--- src/rtl/shock_pkg.sv ---
// Package: shared types for the shock detector.
// Assumes: nothing; only type definitions live here.
package shock_pkg;
    typedef enum logic [2:0] {
        ST_IDLE   = 3'd0,  // waiting for a first pulse
        ST_PULSE1 = 3'd1,  // measuring the first pulse
        ST_LATENT = 3'd2,  // quiet period after the first pulse
        ST_WINDOW = 3'd3,  // second pulse may start here
        ST_PULSE2 = 3'd4,  // measuring the second pulse
        ST_HOLD   = 3'd5   // rejected pulse, wait for it to fall
    } shock_state_e;

    localparam int unsigned NUM_AXES = 3;
    localparam int unsigned BIT_SINGLE = 6;
    localparam int unsigned BIT_DOUBLE = 5;
endpackage

--- src/rtl/shock_axis_cmp.sv ---
// Module: per-axis magnitude comparator.
// Does: reports whether any enabled axis has |value| > threshold.
// Assumes: two's complement inputs; the most negative value maps to its
//          true magnitude because the magnitude is taken as unsigned.
module shock_axis_cmp #(
    parameter int unsigned DW = 16,
    parameter int unsigned NA = 3
) (
    input  logic [NA*DW-1:0] acc_flat,
    input  logic [NA-1:0]    axis_en,
    input  logic [DW-1:0]    thresh,
    output logic             above
);
    logic [NA-1:0] over;

    for (genvar g = 0; g < NA; g++) begin : g_axis
        logic [DW-1:0] raw;
        logic [DW-1:0] mag;
        // Purpose: unsigned magnitude of one axis and its threshold test.
        always_comb begin
            raw     = acc_flat[g*DW +: DW];
            mag     = raw[DW-1] ? (~raw + 1'b1) : raw;
            over[g] = axis_en[g] && (mag > thresh);
        end
    end

    // Purpose: any enabled axis above threshold counts.
    always_comb above = |over;
endmodule

--- src/rtl/shock_seq.sv ---
// Module: shock timing state machine.
// Does: measures pulse lengths, runs the latency and window timers, and
//       emits one-cycle event pulses for single and double shocks.
// Assumes: all timing only advances on smp_valid; configuration is
//          held steady while an attempt is in progress.
module shock_seq
    import shock_pkg::*;
#(
    parameter int unsigned TW = 8
) (
    input  logic          clk,
    input  logic          rst_n,
    input  logic          smp_valid,
    input  logic          above,
    input  logic [TW-1:0] max_dur,
    input  logic [TW-1:0] latency,
    input  logic [TW-1:0] window,
    output logic          single_evt,
    output logic          double_evt
);
    localparam int unsigned CW = TW + 1;

    shock_state_e  state, state_n;
    logic [TW-1:0] cnt, cnt_n;
    logic [CW-1:0] inc;
    logic          room;      // one more above sample still qualifies
    logic          start_ok;  // a one-sample pulse may still qualify
    logic          dbl_on;

    // Purpose: shared comparisons for the next-state logic.
    always_comb begin
        inc      = {1'b0, cnt} + 1'b1;
        room     = inc < {1'b0, max_dur};
        start_ok = max_dur > TW'(1);
        dbl_on   = (latency != '0) && (window != '0);
    end

    // Purpose: next state, counter and event pulses per sample.
    always_comb begin
        state_n    = state;
        cnt_n      = cnt;
        single_evt = 1'b0;
        double_evt = 1'b0;
        if (smp_valid) begin
            unique case (state)
                ST_IDLE: begin
                    if (above) begin
                        state_n = start_ok ? ST_PULSE1 : ST_HOLD;
                        cnt_n   = TW'(1);
                    end
                end
                ST_PULSE1: begin
                    if (above) begin
                        if (room) cnt_n = inc[TW-1:0];
                        else      state_n = ST_HOLD;
                    end else begin
                        single_evt = 1'b1;
                        state_n    = dbl_on ? ST_LATENT : ST_IDLE;
                        cnt_n      = '0;
                    end
                end
                ST_LATENT: begin
                    if (above) begin
                        state_n = ST_HOLD;
                    end else if (inc == {1'b0, latency}) begin
                        state_n = ST_WINDOW;
                        cnt_n   = '0;
                    end else begin
                        cnt_n = inc[TW-1:0];
                    end
                end
                ST_WINDOW: begin
                    if (above) begin
                        state_n = start_ok ? ST_PULSE2 : ST_HOLD;
                        cnt_n   = TW'(1);
                    end else if (inc == {1'b0, window}) begin
                        state_n = ST_IDLE;
                        cnt_n   = '0;
                    end else begin
                        cnt_n = inc[TW-1:0];
                    end
                end
                ST_PULSE2: begin
                    if (above) begin
                        if (room) cnt_n = inc[TW-1:0];
                        else      state_n = ST_HOLD;
                    end else begin
                        double_evt = 1'b1;
                        state_n    = ST_IDLE;
                        cnt_n      = '0;
                    end
                end
                ST_HOLD: begin
                    if (!above) begin
                        state_n = ST_IDLE;
                        cnt_n   = '0;
                    end
                end
                default: begin
                    state_n = ST_IDLE;
                    cnt_n   = '0;
                end
            endcase
        end
    end

    // Purpose: state and counter registers.
    always_ff @(posedge clk) begin
        if (!rst_n) begin
            state <= ST_IDLE;
            cnt   <= '0;
        end else begin
            state <= state_n;
            cnt   <= cnt_n;
        end
    end

    assert_hold_without_strobe_R9: assert property (@(posedge clk) disable iff (!rst_n)
        !smp_valid |=> ($stable(state) && $stable(cnt)));
    assert_event_on_strobe_R2: assert property (@(posedge clk) disable iff (!rst_n)
        (single_evt || double_evt) |-> smp_valid);
    assert_events_exclusive_R4: assert property (@(posedge clk) disable iff (!rst_n)
        !(single_evt && double_evt));
    assert_reset_idle_R10: assert property (@(posedge clk)
        !rst_n |=> (state == ST_IDLE));
endmodule

--- src/rtl/shock_flags.sv ---
// Module: sticky event flags.
// Does: latches single and double events until a status read.
// Assumes: set pulses are one cycle wide; a set beats a same-cycle read.
module shock_flags (
    input  logic clk,
    input  logic rst_n,
    input  logic set_single,
    input  logic set_double,
    input  logic rd,
    output logic single_q,
    output logic double_q
);
    // Purpose: flag registers with set-over-clear priority.
    always_ff @(posedge clk) begin
        if (!rst_n) begin
            single_q <= 1'b0;
            double_q <= 1'b0;
        end else begin
            single_q <= set_single | (single_q & ~rd);
            double_q <= set_double | (double_q & ~rd);
        end
    end

    assert_read_clears_single_R8: assert property (@(posedge clk) disable iff (!rst_n)
        (rd && !set_single) |=> !single_q);
    assert_read_clears_double_R8: assert property (@(posedge clk) disable iff (!rst_n)
        (rd && !set_double) |=> !double_q);
    assert_single_sticky_R8: assert property (@(posedge clk) disable iff (!rst_n)
        (single_q && !rd) |=> single_q);
    assert_double_sticky_R8: assert property (@(posedge clk) disable iff (!rst_n)
        (double_q && !rd) |=> double_q);
    assert_reset_clear_R10: assert property (@(posedge clk)
        !rst_n |=> (!single_q && !double_q));
endmodule

--- src/rtl/shock_detector.sv ---
// Module: single and double shock detector (top).
// Does: compares the three axes against a threshold, times pulses and
//       gaps in sample periods, and holds the events in a status byte.
// Assumes: one sample per smp_valid cycle; configuration is static
//          during a detection attempt.
module shock_detector
    import shock_pkg::*;
#(
    parameter int unsigned DW = 16,
    parameter int unsigned TW = 8
) (
    input  logic                 clk,
    input  logic                 rst_n,
    input  logic                 smp_valid,
    input  logic signed [DW-1:0] acc_x,
    input  logic signed [DW-1:0] acc_y,
    input  logic signed [DW-1:0] acc_z,
    input  logic [2:0]           axis_en,
    input  logic [DW-1:0]        thresh,
    input  logic [TW-1:0]        max_dur,
    input  logic [TW-1:0]        latency,
    input  logic [TW-1:0]        window,
    input  logic                 status_rd,
    output logic [7:0]           evt_status
);
    logic [NUM_AXES*DW-1:0] acc_flat;
    logic above, single_evt, double_evt, single_q, double_q;

    // Purpose: pack the axes, Z in the top slice and X in the bottom.
    always_comb acc_flat = {acc_z, acc_y, acc_x};

    shock_axis_cmp #(.DW(DW), .NA(NUM_AXES)) i_cmp (
        .acc_flat (acc_flat),
        .axis_en  (axis_en),
        .thresh   (thresh),
        .above    (above)
    );

    shock_seq #(.TW(TW)) i_seq (
        .clk        (clk),
        .rst_n      (rst_n),
        .smp_valid  (smp_valid),
        .above      (above),
        .max_dur    (max_dur),
        .latency    (latency),
        .window     (window),
        .single_evt (single_evt),
        .double_evt (double_evt)
    );

    shock_flags i_flags (
        .clk        (clk),
        .rst_n      (rst_n),
        .set_single (single_evt),
        .set_double (double_evt),
        .rd         (status_rd),
        .single_q   (single_q),
        .double_q   (double_q)
    );

    // Purpose: place the flags at their status bit positions.
    always_comb begin
        evt_status             = '0;
        evt_status[BIT_SINGLE] = single_q;
        evt_status[BIT_DOUBLE] = double_q;
    end

    assert_spare_bits_zero_R8: assert property (@(posedge clk) disable iff (!rst_n)
        (evt_status[7] == 1'b0) && (evt_status[4:0] == 5'b0));
endmodule

--- config.mk ---
export PLATFORM = sky130hd
export DESIGN_NAME = shock_detector
export DESIGN_NICKNAME = d
export VERILOG_FILES = /design/src/rtl/shock_pkg.sv /design/src/rtl/shock_axis_cmp.sv /design/src/rtl/shock_seq.sv /design/src/rtl/shock_flags.sv /design/src/rtl/shock_detector.sv
export SDC_FILE = /design/constraint.sdc
export NUM_CORES = 1
export LEC_CHECK = 0
export BUFFER_PORTS_ARGS = -buffer_cell sky130_fd_sc_hd__buf_2
export CORE_MARGIN = 3
export CORE_UTILIZATION = 45
export CTS_BUF_LIST = sky130_fd_sc_hd__clkbuf_16
export CTS_CLUSTER_DIAMETER = 200
export DETAILED_ROUTE_END_ITERATION = 16
export GPL_TIMING_DRIVEN = 0
export HOLD_SLACK_MARGIN = 0.12
export PLACE_DENSITY = 0.71
export SKIP_CTS_REPAIR_TIMING = 1
export SLEW_MARGIN = 0
export SYNTH_ARGS = -nofsm -noshare
export SYNTH_HDL_FRONTEND = slang
export SYNTH_HIERARCHICAL = 1
export SYNTH_SLANG_ARGS = --single-unit
--- constraint.sdc ---
create_clock -name clk -period 6.15 [get_ports clk]
set_input_delay 0.615 -clock clk [delete_from_list [all_inputs] [get_ports clk]]
set_output_delay 0.615 -clock clk [all_outputs]
set_load 0.05 [all_outputs]
After elaboration in Yosys (flattened, before gate mapping)
Cells that the tools add are included.
{ "classes": {"muxes": 30, "magnitude_cmp": 5, "n_bitwise": 8, "eq_ne": 13, "add_sub_neg": 4, "reduce_logical": 11} }
{ "op_table": {"columns": ["op", "n"], "rows": [
  ["$mux 8", 8],
  ["$add 16x1->16 const B", 3],
  ["$gt 16x16->1", 3],
  ["$mux 16", 3],
  ["$not 16->16", 3],
  ["$pmux 8 s5", 1],
  ["$mux 3", 10],
  ["$eq 9x8->1", 2],
  ["$pmux 3 s6", 1],
  ["$reduce_bool 8->1", 2],
  ["$reduce_and 5->1", 2],
  ["$add 8x1->9 const B", 1],
  ["$lt 9x8->1", 1],
  ["$gt 8x1->1 const B", 1],
  ["$eq 3x2->1 const B", 2],
  ["$eq 3x3->1 const B", 2],
  ["$mux 1", 6],
  ["$ne 3x1->1 const B", 2],
  ["$logic_and 1x1->1", 4],
  ["$ne 2x2->1 const B", 2],
  ["$eq 3x1->1 const B", 1],
  ["$logic_not 3->1", 1],
  ["$ne 3x3->1 const B", 1],
  ["$reduce_or 3->1", 1],
  ["other kinds (6)", 8]
]} }
{ "word_totals": {"inputBits": 95, "output_inout_bits": 8, "elab_cells": 75, "reg_bits": 13} }

Depth between registers and ports, before layout
{ "depth": {"ltp_word": 10, "mapped_depth": 22, "mapped_depth_nobuf": 21} }

Modules after synthesis
Netlist, hierarchy kept.
{ "by_module_without_submodules": {"columns": ["mod", "n_inst", "cells_per_inst", "area_each_um2"], "rows": [
  ["shock_axis_cmp", 1, 268, 1990.7],
  ["shock_seq", 1, 200, 1587.8],
  ["shock_flags", 1, 6, 67.6],
  ["shock_detector", 1, 9, 63.8]
]} }

Worst setup path before layout
No wires, ideal clock.
{ "synth_path": {"path_type": "input to register", "start": "input port acc_y[5]", "end": "register i_seq.cnt[2]", "stages": 17, "path_slack_ns": 1.374, "t_required_ns": 6.021, "n_path_buf": 1, "arrival_time_ns": 4.647, "cell_sequence": "or4_4 > nor3_4 > nand2_2 > or4_4 > o41ai_2 > xnor2_1 > ha_1 > and3_1 > nand3_1 > o31ai_1 > a21oi_1 > or3_1 > clkbuf_1 > nand2_1 > or4b_4 > o41ai_4 > nor2_1"} }
{ "synth_between": {"elab_chain_len": 8, "word_cells_on_any_way": 14, "cone_classes": "add/sub (1); order compare (1); eq/ne (4); mux (4); bitwise (1); reduce/logical (3)"} }
{ "synth_lines": {"columns": ["element", "line_no", "source"], "rows": [
  ["start, declared", "shock_detector.sv:16", "input logic signed [DW-1:0] acc_y,"],
  ["$not 16->16", "shock_axis_cmp.sv:22", "mag = raw[DW-1] ? (~raw + 1'b1) : raw;"],
  ["$add 16x1->16", "shock_axis_cmp.sv:22", null],
  ["$mux 16 (*)", "shock_axis_cmp.sv:22", null],
  ["$gt 16x16->1 (*)", "shock_axis_cmp.sv:23", "over[g] = axis_en[g] && (mag > thresh);"],
  ["$logic_and 1x1->1 (*)", "shock_axis_cmp.sv:23", null],
  ["$reduce_or 3->1 (*)", "shock_axis_cmp.sv:28", "always_comb above = |over;"],
  ["named net above", "shock_detector.sv:27", "logic above, single_evt, double_evt, single_q, double_q;"],
  ["$ne 3x3->1 (no source line) (tied with other cells)", null, null],
  ["$reduce_and 5->1 (no source line) / $pmux 8 s5 (equally long branches)", null, null],
  ["end signal, assigned", "shock_seq.sv:114", "cnt <= cnt_n;"],
  ["end, declared", "shock_seq.sv:24", "logic [TW-1:0] cnt, cnt_n;"]
]} }
Mark *: on every way through the listed nets, which the timed path passes. The rest lies on a longest branch.
A chain may end at the register's enable or synchronous reset.

Worst setup path after layout
{ "layout_path": {"start": "input port acc_y[5]", "end": "register i_seq.cnt[7]"} }
The elaborated chain is that of the path after synthesis.

==> results by group <==
Die
  • Initial core utilization: between 40% and 50%
  • Rows: 32
  • Ports: 103
  • Die Y-Extent: about 97 um
  • Core box area: approximately 7800 um^2
  • Chip width: around 97 um
  • Die area: about 9400 um^2

Min path
  • Hold crit path type: reg2reg
  • Hold_sp: i_seq/cnt[1]$_SDFFE_PN0P_
  • Hold EP: i_seq/cnt[1]$_SDFFE_PN0P_
  • Hold-critical path depth: 2

Cells and area
  • Post-Layout Inst Area: around 4400 um^2
  • Share of layout cells above drive strength 1: between 20 and 25%
  • ANT cells: 0
  • Fill count: about 760
  • Nets: between 700 and 800
  • Finished Layout Cells: approximately 700
  • Synthesis-to-layout area growth: 19.0%
  • Area of the multi-input gates: about 3200 um^2
  • FF+latch area: between 200 and 300 um^2

Global route
  • Total grt overflow: 0
  • Total GRT Usage: between 20% and 30%
  • Vias in the first global route: between 3000 and 4000
  • Initial antenna violation count: 0
  • Largest net degree at the start of global routing: 11
  • First-pass GRT wire length: 17.1 mm

Critical path
  • Reg2reg path depth: 13
  • Startpoint Class: input pin
  • Worst EP required: between 6 and 7 ns
  • CP Capture Type: flop
  • Worst reg2reg startpoint: i_seq/cnt[1]$_SDFFE_PN0P_
  • Critical path fanouts, max: 10
  • Setup CP Type: in2reg
  • Crit path DAT: ~5.3 ns
  • Reg2reg end: i_seq/cnt[7]$_SDFFE_PN0P_
  • Reg2reg setup slack: between 2 and 2.5 ns

Timing
  • Final Hold Fails: 0
  • RSZ-0062 raised after global routing: false
  • Setup TNS: 0 ns
  • Slew headroom: about three fifths
  • Least-Margin Pin Slew: between 0.5 and 0.6 ns
  • FMAX: about 190 MHz
  • Crit share post-route: a little over four fifths
  • Layout Skew: around 0.0014 ns
  • Fin. max-slew vios: 0
  • Final Setup Violations: 0
  • Final worst setup slack: between 0.9 and 1 ns
  • Worst hold slack: between 0.5 and 0.6 ns
  • Final min period: 5.16 ns

Power and ir drop
  • Pleak: between 0.0015 and 0.002 uW
  • Pwr Density: 109 nW/um^2
  • Max IR drop VDD: approximately 85 uV

Route
  • DR pass1 iterations: 4
  • DR iter-0 viols: about 120
  • Routed len/inst: 14.6 um
  • DRC: 0
  • Vias/cell: 5.54
  • Total routed wirelength: 10.1 mm
  • DR vias: about 3800
  • Final ANT Viol Nets: 0

Placed design
  • Routability cong.: 0.831
  • Placement Setup Slack: roughly 0.77 ns
  • Detail Placement HPWL: around 8.7 mm
  • Placed cell area: 4340 um^2
  • # port buffers: 96
  • Placed cell count: roughly 700

CTS
  • CTS tree: done
  • Number of H-tree levels: 1
  • Clock Root Buffer: clkbuf_16
  • TritonCTS Buffers: 3
  • Clock Tree Buf Depth: 2
  • Skew-Pair Late Insertion Delay: about 0.24 ns
  • Clock slew at reported path FFs: ~0.05 ns
  • CTS sink cnt: 13

Logic synthesis
  • Count leader, synth: ha_1
  • Cells after Synth: approximately 480
  • Synth Flop Type: dfxtp_1
  • Yosys cell types: 73
  • Ys async rst share: 0%
  • Post-synth top area share: 19.9%
  • Synthesized area per cell: 7.68 um^2
  • Post-synth EDFFs: 0
  • Post-synthesis instance area: roughly 3700 um^2
  • Top post-synthesis cells by count: ha_1, xnor2_1, nand2_1
  • YS warnings: 6
  • Post-synthesis sequential area ratio: 7.02%
  • Largest cells by area after synthesis: ha_1, xnor2_1, dfxtp_1
  • Yosys top cell by area: ha_1
  • Number of synthesized register bits: 13

Status
  • Status: finished clean

Run
  • Max Cap Viol: 0
layer usage:
metal | GRT usage, % | share of wire (%)
met5 | 0 | 0
met4 | 3.78 | 0.69
met3 | 2.60 | 4.9
met2 | 35.5 | 47
met1 | 29.7 | 48
critical path, stage by stage:
cell	delay, ns
buf_2	0.11
or4_4	0.56
nor3_4	0.15
nand2_2	0.08
or4_4	0.42
o41ai_2	0.24
xnor2_1	0.12
ha_1	0.29
and3_1	0.18
nand3_1	0.15
o31ai_1	0.30
a21oi_1	0.06
or3_1	0.46
clkbuf_1	0.26
nand2_1	0.11
or4b_4	0.50
buf_6	0.16
nor4_1	0.24
o32ai_1	0.15
a21boi_1	0.15
through the flow:
stage | util, % | total power [uW]
final | 56.3 | 480
after global routing | 56.3 | 526
after detailed placement | 55.3 | 358
after global placement | 55.3 | 348
after floorplan | - | 271
after CTS | 56.3 | 484
state kept, by name, indices dropped and copies added, names as in the netlist:
signal / flops
i_flags/double_q: 1
i_seq/cnt: 8
i_seq/state: 3
i_flags/single_q: 1
worst max-delay path by stage:
stage	start	end	slack, ns	cells after the start
finish	acc_y[5]	i_seq/cnt[7]$_SDFFE_PN0P_	0.99	20
global route	acc_z[3]	i_seq/cnt[5]$_SDFFE_PN0P_	0.68	18
CTS	acc_y[5]	i_seq/cnt[6]$_SDFFE_PN0P_	1.02	18
floorplan	acc_y[5]	i_seq/cnt[2]$_SDFFE_PN0P_	1.37	17
global placement	acc_y[5]	i_seq/cnt[7]$_SDFFE_PN0P_	0.79	20
detailed placement	acc_y[5]	i_seq/cnt[6]$_SDFFE_PN0P_	0.77	18
cell usage in the layout, fill, tap and decap left out, types with 9 or more instances in the layout:
cell type  count
nand3_1       11
nand4_1       10
xor2_1        11
buf_4          9
dfxtp_1       13
nor3_1        12
a21oi_1       20
xnor2_1       54
clkbuf_1      10
nor2_1        29
nand2_1       43
buf_2         98
inv_1         39
o21ai_0       18
ha_1          59
o31ai_1       14
cell type report:
cell class | instances | share of cell area (%)
multi-input cells | 411 | 71.4
repair buffers | 96 | 10.9
flip-flops and latches | 13 | 5.89
plain buffers | 26 | 3.88
inverters | 38 | 3.23
well taps | 102 | 2.89
clock buffers | 3 | 1.70
clock inverters | 1 | 0.0850
where the power goes:
group	switching (uW)	internal (uW)
sequential	1.36	86.5
combinational	151	120
clock	36.0	85.8
logic make-up after synthesis:
group	after synthesis	synth area share (%)
AO/OA/AOI/OAI	119	23.9
multiplexers	1	0.270
buffers and inverters	64	8.47
adder cells (fa/ha/maj)	59	19.9
other	1	0.101
AND/OR/NAND/NOR	159	23.7
XOR/XNOR	67	16.6
flip-flops	13	7.02
(Power assumes the default switching activity.)
